## src/rtl/xyw_pkg.sv

```systemverilog
package xyw_pkg;
  localparam int WORD_BITS = 16;
  localparam int WORD_LOG  = 4;

  // log2 of bits per pixel; codes above 4 saturate to full-word pixels
  function automatic logic [2:0] depth_log2(input logic [2:0] code);
    return (code > 3'd4) ? 3'd4 : code;
  endfunction

  // log2 of pixels per word
  function automatic logic [2:0] ppw_log2(input logic [2:0] code);
    return 3'(WORD_LOG) - depth_log2(code);
  endfunction
endpackage

```

## src/rtl/xyw_index_stage.sv

```systemverilog
module xyw_index_stage #(
  parameter int COORD_W = 16,
  parameter int MW_W    = 12,
  parameter int ADDR_W  = 20,
  parameter int IDX_W   = COORD_W + MW_W + 6
) (
  input  logic                    clk,
  input  logic                    adv,
  input  logic [COORD_W-1:0]      x,
  input  logic [COORD_W-1:0]      y,
  input  logic [ADDR_W-1:0]       start,
  input  logic [MW_W-1:0]         width,
  input  logic [2:0]              depth,
  output logic signed [IDX_W-1:0] idx_q,
  output logic [ADDR_W-1:0]       start_q,
  output logic [2:0]              depth_q
);
  import xyw_pkg::*;

  localparam int ROW_W = MW_W + WORD_LOG + 1;

  logic [ROW_W-1:0]        row_pix;
  logic signed [IDX_W-1:0] prod;
  logic signed [IDX_W-1:0] idx_d;

  always_comb begin
    row_pix = ROW_W'(width) << ppw_log2(depth);
    prod    = IDX_W'($signed(y)) * IDX_W'($signed({1'b0, row_pix}));
    idx_d   = prod + IDX_W'($signed(x));
  end

  always_ff @(posedge clk) begin
    if (adv) begin
      idx_q   <= idx_d;
      start_q <= start;
      depth_q <= depth;
    end
  end
endmodule

```

## src/rtl/xyw_place_stage.sv

```systemverilog
module xyw_place_stage #(
  parameter int ADDR_W = 20,
  parameter int IDX_W  = 34
) (
  input  logic                    clk,
  input  logic                    adv,
  input  logic signed [IDX_W-1:0] idx,
  input  logic [ADDR_W-1:0]       start,
  input  logic [2:0]              depth,
  output logic [ADDR_W-1:0]       addr_q,
  output logic [3:0]              off_q,
  output logic [15:0]             mask_q,
  output logic                    oor_q
);
  import xyw_pkg::*;

  localparam int WD_W = IDX_W + 2;

  logic [2:0]             k;
  logic [2:0]             d;
  logic signed [WD_W-1:0] word;
  logic [3:0]             sub;
  logic [3:0]             off;
  logic [4:0]             lo;
  logic [4:0]             hi;
  logic                   oor;
  logic [15:0]            mask;

  always_comb begin
    k    = ppw_log2(depth);
    d    = depth_log2(depth);
    word = WD_W'($signed({1'b0, start})) + WD_W'(idx >>> k);
    sub  = idx[3:0] & 4'((5'd1 << k) - 5'd1);
    off  = 4'(sub << d);
    hi   = 5'd15 - 5'(off);
    lo   = 5'd16 - (5'd1 << d) - 5'(off);
    oor  = word[WD_W-1] || (word[WD_W-2:ADDR_W] != '0);
  end

  for (genvar b = 0; b < WORD_BITS; b++) begin : g_mask
    assign mask[b] = (5'(b) >= lo) && (5'(b) <= hi);
  end

  always_ff @(posedge clk) begin
    if (adv) begin
      addr_q <= word[ADDR_W-1:0];
      off_q  <= off;
      mask_q <= mask;
      oor_q  <= oor;
    end
  end
endmodule

```

## src/rtl/xy_word_mapper.sv

```systemverilog
module xy_word_mapper #(
  parameter int COORD_W = 16,
  parameter int MW_W    = 12,
  parameter int ADDR_W  = 20
) (
  input  logic               clk,
  input  logic               rst_n,
  input  logic               pix_valid,
  output logic               pix_ready,
  input  logic [COORD_W-1:0] pix_x,
  input  logic [COORD_W-1:0] pix_y,
  input  logic [ADDR_W-1:0]  cfg_start,
  input  logic [MW_W-1:0]    cfg_width,
  input  logic [2:0]         cfg_depth,
  output logic               res_valid,
  input  logic               res_ready,
  output logic [ADDR_W-1:0]  res_addr,
  output logic [3:0]         res_bit_off,
  output logic [15:0]        res_mask,
  output logic               res_oor
);
  localparam int IDX_W = COORD_W + MW_W + 6;

  logic                    v1;
  logic                    v2;
  logic                    adv;
  logic signed [IDX_W-1:0] idx_s1;
  logic [ADDR_W-1:0]       start_s1;
  logic [2:0]              depth_s1;

  assign adv       = !v2 || res_ready;
  assign pix_ready = adv;
  assign res_valid = v2;

  always_ff @(posedge clk) begin
    if (!rst_n) begin
      v1 <= 1'b0;
      v2 <= 1'b0;
    end else if (adv) begin
      v1 <= pix_valid;
      v2 <= v1;
    end
  end

  xyw_index_stage #(.COORD_W(COORD_W), .MW_W(MW_W), .ADDR_W(ADDR_W), .IDX_W(IDX_W)) u_index (
    .clk(clk), .adv(adv), .x(pix_x), .y(pix_y), .start(cfg_start), .width(cfg_width),
    .depth(cfg_depth), .idx_q(idx_s1), .start_q(start_s1), .depth_q(depth_s1)
  );

  xyw_place_stage #(.ADDR_W(ADDR_W), .IDX_W(IDX_W)) u_place (
    .clk(clk), .adv(adv), .idx(idx_s1), .start(start_s1), .depth(depth_s1),
    .addr_q(res_addr), .off_q(res_bit_off), .mask_q(res_mask), .oor_q(res_oor)
  );
endmodule

```

## config.mk

```make
export PLATFORM = sky130hd
export DESIGN_NAME = xy_word_mapper
export DESIGN_NICKNAME = d
export VERILOG_FILES = /design/src/rtl/xyw_pkg.sv /design/src/rtl/xyw_index_stage.sv /design/src/rtl/xyw_place_stage.sv /design/src/rtl/xy_word_mapper.sv
export SDC_FILE = /design/constraint.sdc
export NUM_CORES = 1
export LEC_CHECK = 0
export BUFFER_PORTS_ARGS = -buffer_cell sky130_fd_sc_hd__buf_2
export CAP_MARGIN = 20
export CORE_AREA = 2 2 137 192
export DETAILED_ROUTE_END_ITERATION = 10
export DIE_AREA = 0 0 139 194
export PLACE_DENSITY = 0.88
export SETUP_SLACK_MARGIN = 0.02
export SYNTH_ARGS = -nofsm -noshare
export SYNTH_HDL_FRONTEND = slang
export SYNTH_SLANG_ARGS = --single-unit
```

## constraint.sdc

```tcl
create_clock -name clk -period 22.8 [get_ports clk]
set_input_delay 4.56 -clock clk [delete_from_list [all_inputs] [get_ports clk]]
set_output_delay 4.56 -clock clk [all_outputs]
set_load 0.02 [all_outputs]
```

# Word level (Yosys, flattened, before mapping)
# Index checks and enable logic that the tools add are counted.
# W data, S select, Z words.
[totals] ff_bits=100 output_inout_bits=43 elab_cells=80
[classes] n_addsub=8 mul=1 order_cmp=34 shift=5 n_mux=2 n_bitwise=1 reduce_logical=20
[op_table] op="$ge A4 B5 Y1 const A" count=8
[op_table] op="$le A4 B5 Y1 const A" count=8
[op_table] op="$add A21 B36 Y36" count=1
[op_table] op="$sshr A34 B3 Y36" count=1
[op_table] op="$add A34 B16 Y34" count=1
[op_table] op="$mul A16 B18 Y34" count=1
[op_table] op="$ge A3 B5 Y1 const A" count=4
[op_table] op="$le A3 B5 Y1 const A" count=4
[op_table] op="$shl A12 B3 Y17" count=1
[op_table] op="$logic_and A1 B1 Y1" count=16
[op_table] op="$reduce_bool A15 Y1" count=1
[op_table] op="$ge A1 B5 Y1 const A" count=2
[op_table] op="$ge A2 B5 Y1 const A" count=2
[op_table] op="$le A1 B5 Y1 const A" count=2
[op_table] op="$le A2 B5 Y1 const A" count=2
[op_table] op="$gt A3 B3 Y1 const B" count=2
[op_table] op="$mux W3" count=2
[op_table] op="$sub A3 B3 Y3 const A" count=2
[op_table] op="$shl A1 B3 Y5 const A" count=1
[op_table] op="$sub A4 B4 Y5 const A" count=1
[op_table] op="$sub A5 B4 Y5" count=1
[op_table] op="$sub A5 B5 Y5 const A" count=1
[op_table] op="$and A4 B4 Y4" count=1
[op_table] op="$shl A1 B3 Y4 const A" count=1
[op_table] op="other kinds (4)" count=5

# Depth between registers and ports, before layout
[logic_depth] ltp_word=10 depth_mapped=31

# Hierarchy
# Synthesis repeated with hierarchy kept, for this count alone.
[hier_totals] cells_unflattened=1790 area_unflattened_um2=17138.9
[by_module_without_submodules] module="xyw_index_stage" n_inst=1 cells_per_inst=1326 area_per_inst_um2=12645.9
[by_module_without_submodules] module="xyw_place_stage" n_inst=1 cells_per_inst=456 area_per_inst_um2=4410.5
[by_module_without_submodules] module="xy_word_mapper" n_inst=1 cells_per_inst=8 area_per_inst_um2=82.6

# Least setup slack after synthesis
# Ideal clock, no wire load.
[synth_timing] path_kind="input -> register" start="input cfg_depth[2]" end="register u_index.idx_q[30], data pin" setup_time_ns=0.264 t_arrival_ns=12.146 required_ns=22.536 slack_ns=10.390 cell_stages=29 n_path_buf=5 path_cell_list="nand2b_1 -> clkbuf_1 -> buf_2 -> ha_1 -> clkbuf_1 -> clkbuf_1 -> mux2i_1 -> nand2_1 -> o31ai_1 -> clkbuf_1 -> nand2_1 -> fa_1 -> inv_1 -> fa_1 -> fa_1 -> fa_1 -> fa_1 -> inv_1 -> fa_1 -> inv_1 -> ha_1 -> a21oi_1 -> nor2_1 -> o21a_1 -> or4_1 -> o311ai_0 -> nor2_1 -> a221oi_1 -> xnor2_1"
[synth_between] elab_chain_len=6
[synth_rtl] item="from (decl)" line_no="xy_word_mapper.sv:14" text="input logic [2:0] cfg_depth,"
[synth_rtl] item="$gt A3 B3 Y1" line_no="xyw_pkg.sv:7" text="return (code > 3'd4) ? 3'd4 : code;"
[synth_rtl] item="$mux W3 (*)" line_no="xyw_pkg.sv:7"
[synth_rtl] item="$sub A3 B3 Y3 (*)" line_no="xyw_pkg.sv:12" text="return 3'(WORD_LOG) - depth_log2(code);"
[synth_rtl] item="$shl A12 B3 Y17 (*)" line_no="xyw_index_stage.sv:27" text="row_pix = ROW_W'(width) << ppw_log2(depth);"
[synth_rtl] item="$mul A16 B18 Y34 (*)" line_no="xyw_index_stage.sv:28" text="prod = IDX_W'($signed(y)) * IDX_W'($signed({1'b0, row_pix}));"
[synth_rtl] item="$add A34 B16 Y34 (*)" line_no="xyw_index_stage.sv:29" text="idx_d = prod + IDX_W'($signed(x));"
[synth_rtl] item="via u_index.idx_d[30]" line_no="xyw_index_stage.sv:24" text="logic signed [IDX_W-1:0] idx_d;"
[synth_rtl] item="to (signal assigned)" line_no="xyw_index_stage.sv:34" text="idx_q <= idx_d;"
[synth_rtl] item="to (decl)" line_no="xyw_index_stage.sv:14" text="output logic signed [IDX_W-1:0] idx_q,"
# Mark *: on every way through the listed nets, which the timed path passes. The rest lies on a longest branch.
# A chain may end at the register's enable or synchronous reset.

# Final worst setup path
[layout_timing] start="input cfg_depth[2]" end="register u_index.idx_q[32], data pin"
# Same word-level chain as after synthesis.

==> metrics.txt <==
status=complete, no violations; postcts setup bufs=0; Tightest Hold Check Type=flop to flop; initial cell density of the core=0.6803; drt initial violations=~820; Crit path largest cell delay=a little under 1000 ps; via count=13,569; antenna diode count=0; Final Hold Viols=0; RR Endpoint=u_place.oor_q; ys async rst share=0; CP most frequent cell=fa_1; post-layout minimum cycle time=about 13,000 ps; setup TNS=0 ps; R2R setup slack=between 15,000 and 20,000 ps; Post-synth EDFFs=between 90 and 100; nets@finish=around 2,400; Clk Latency, worst-skew pair=between 300 and 400 ps; critical path capture point type=flop; r2r startpoint=u_index.depth_q[2]; RSZ-0062 raised after global routing=no; # DRC=0; FF+latch count, synth=100; Congestion Overflow GR=0; core area=0.02521 mm²; # port buffers=approximately 110; Post-Syn Area per Cell=slightly above 9 µm²; CP bufs+invs=5; Hold Buf Count CTS=0; H-tree depth=3; Vias/cell=5.999; required time worst endpoint=between 20,000 and 25,000 ps; Slew Viols, Final=0; first-pass iteration count of the detailed router=5; worst r2r path cells=17; CTS Root Cell=clkbuf_16; die area=approximately 0.027 mm²; Slew HR=0.3055; Top delay family on crit path=adder cells; routability-driven placement congestion ratio=a little under 1; critical path class=input pin to flop; CTS buffer count=9; Mapped Nets=~2,300; Worst setup SP type=input pin; cell row count=69; Fin Clk Skew=between 6 and 7 ps; Clock Sinks=100; WP depth=25; antenna violations before repair=0; FMAX=0.07639 GHz; Ys Warns=0; Reg clk slew, reported paths=70 ps; synthesized instance count=1,873; Worst Tran Pin Value=roughly 1000 ps; Max clock buf depth=2; period utilization=0.5741; WL/cell=between 15 and 20 µm; Area growth syn-to-layout=6.070%; CP max FO=18; setup violators final=0; Synth cell types=74; max_cap viols=0; Post-synth top flop=edfxtp_1; DIE WIDTH=139 µm; DRT Wirelength=40,770 µm; CP max stage cell=ha_1; CP endpoint=u_index.idx_q[32]; CTS tree=built; sequential fraction of the synthesis area=0.1739; first-pass GRT wire length=a little under 70,000 µm; Final WS setup=between 9000 and 10,000 ps; Arr. time, crit path=13,260 ps; post-DP HPWL=around 33,000 µm; DP Worst Slack=approximately 9500 ps; layout cells sized above 1=0.08543; Ports=approximately 110; Routed Antenna Nets=0; GRT Total Usage=0.3099; vias in the first global route=~14,000; Mapped Area=around 0.017 mm²; post-CTS sizing=0; largest net degree at the start of global routing=54; WHS Path Cells=2; die height=just under 200 µm; Setup crit start=cfg_depth[2]
metal layers:
layer	vias to the layer above	part of all wire	global-route usage	wire length, µm
met4	0	0.051	0.1560	2094
li1	6211	-	-	-
met5	-	0	0	0
met2	661	0.51	0.5629	20940
met3	153	0.076	0.04915	3090
met1	6544	0.36	0.3518	14640
Yosys cell counts (5+ instances only):
master	instances	share of area
inv_1	349	0.076
nand2_1	264	0.058
fa_1	243	0.28
ha_1	156	0.11
and2_1	103	0.038
edfxtp_1	98	0.17
mux2i_1	74	0.043
nor2_1	74	0.016
a21oi_1	66	0.019
clkbuf_1	57	0.012
o21ai_0	35	0.010
xnor2_1	34	0.017
and3_1	30	0.011
nor2b_1	26	0.0095
nand3_1	23	0.0067
a21o_1	19	0.0083
nor3_1	16	0.0047
a211oi_1	15	0.0066
o21a_1	13	0.0057
xor2_1	12	0.0061
nand2b_1	10	0.0036
o211ai_1	10	0.0044
buf_1	8	0.0018
nor4_1	8	0.0029
o31ai_1	7	0.0031
mux4_2	6	0.0079
a221oi_1	5	0.0026
a31oi_1	5	0.0018
o21bai_1	5	0.0022
or2_2	5	0.0018
or3_1	5	0.0018
or4_1	5	0.0022
cells in the final DEF, fill, tap and decap left out, types with 6 or more instances in the layout:
cell type and instances:
mux4_2 6, edfxtp_1 98, nand2b_1 9, nand3_1 23, o31ai_1 7, nor2_1 74
ha_1 156, buf_2 113, nor2b_1 26, o211ai_1 10, nor3_1 16, and2_1 103
a211oi_1 15, fa_1 243, o21a_1 13, nor4_1 8, nand2_1 264, clkbuf_16 9
a21o_1 19, buf_4 14, xnor2_1 34, mux2i_1 74, and3_1 30, xor2_1 12
a21oi_1 66, o21ai_0 35, inv_1 349
flip-flops by register name, indices dropped and copies added (netlist names):
name,count
res_valid,1
v1,1
u_index.start_q,20
u_index.depth_q,3
u_place.mask_q,16
u_place.addr_q,20
u_place.oor_q,1
u_place.off_q,4
u_index.idx_q,34
cell families after synthesis:
| logic type | Yosys count | synth area share |
|---|---|---|
| xor+xnor | 46 | 0.02349 |
| simple gates | 588 | 0.1650 |
| mux | 83 | 0.05406 |
| compound gates | 233 | 0.09141 |
| fa+ha+maj | 399 | 0.3975 |
| buf+inv | 424 | 0.09462 |
| flops | 100 | 0.1739 |
worst min path at each step:
stage | from | to | slack, ps
2_1_floorplan | v1 | res_valid | 430
3_3_place_gp | v1 | res_valid | 440
3_5_place_dp | v1 | res_valid | 470
4_1_cts | v1 | res_valid | 480
5_1_grt | v1 | res_valid | 500
6_report | v1 | res_valid | 470
metrics by stage:
step,utilization,std cells,instance area [µm²],hold WS [ps]
finish,0.7216,2262,18190,471.1
global route,0.7216,2262,18190,498.8
CTS,0.7216,2262,18190,478.5
detailed placement,0.7109,2246,17920,468.9
global placement,0.7109,2246,17920,441.9
floorplan,-,1873,17150,434.4
worst reg2reg max path: stages (launching register included):
cell,delay [ps]
edfxtp_1,600
nand2b_2,200
buf_4,490
ha_1,350
buf_4,270
inv_1,770
mux2i_1,210
nand2_1,110
nand2_1,100
fa_1,460
a211oi_1,250
nor2_1,110
o21a_1,280
a211oi_2,530
mux2_2,400
nor4_1,400
nor4_1,90
nand4_1,100
layout make-up:
cell class	count	area [µm²]
Clock buffer	11	232.7
Fill cell	1825	7018
Tap cell	319	399.1
Inverter	351	1318
Timing Repair Buffer	127	670.6
Sequential cell	100	2983
Clock inverter	5	36.28
Multi-Input combinational cell	1349	12550
Power is left out: the tool's default activity adds up to more than one toggle a clock period on the data nets, which glitch-free logic cannot reach.
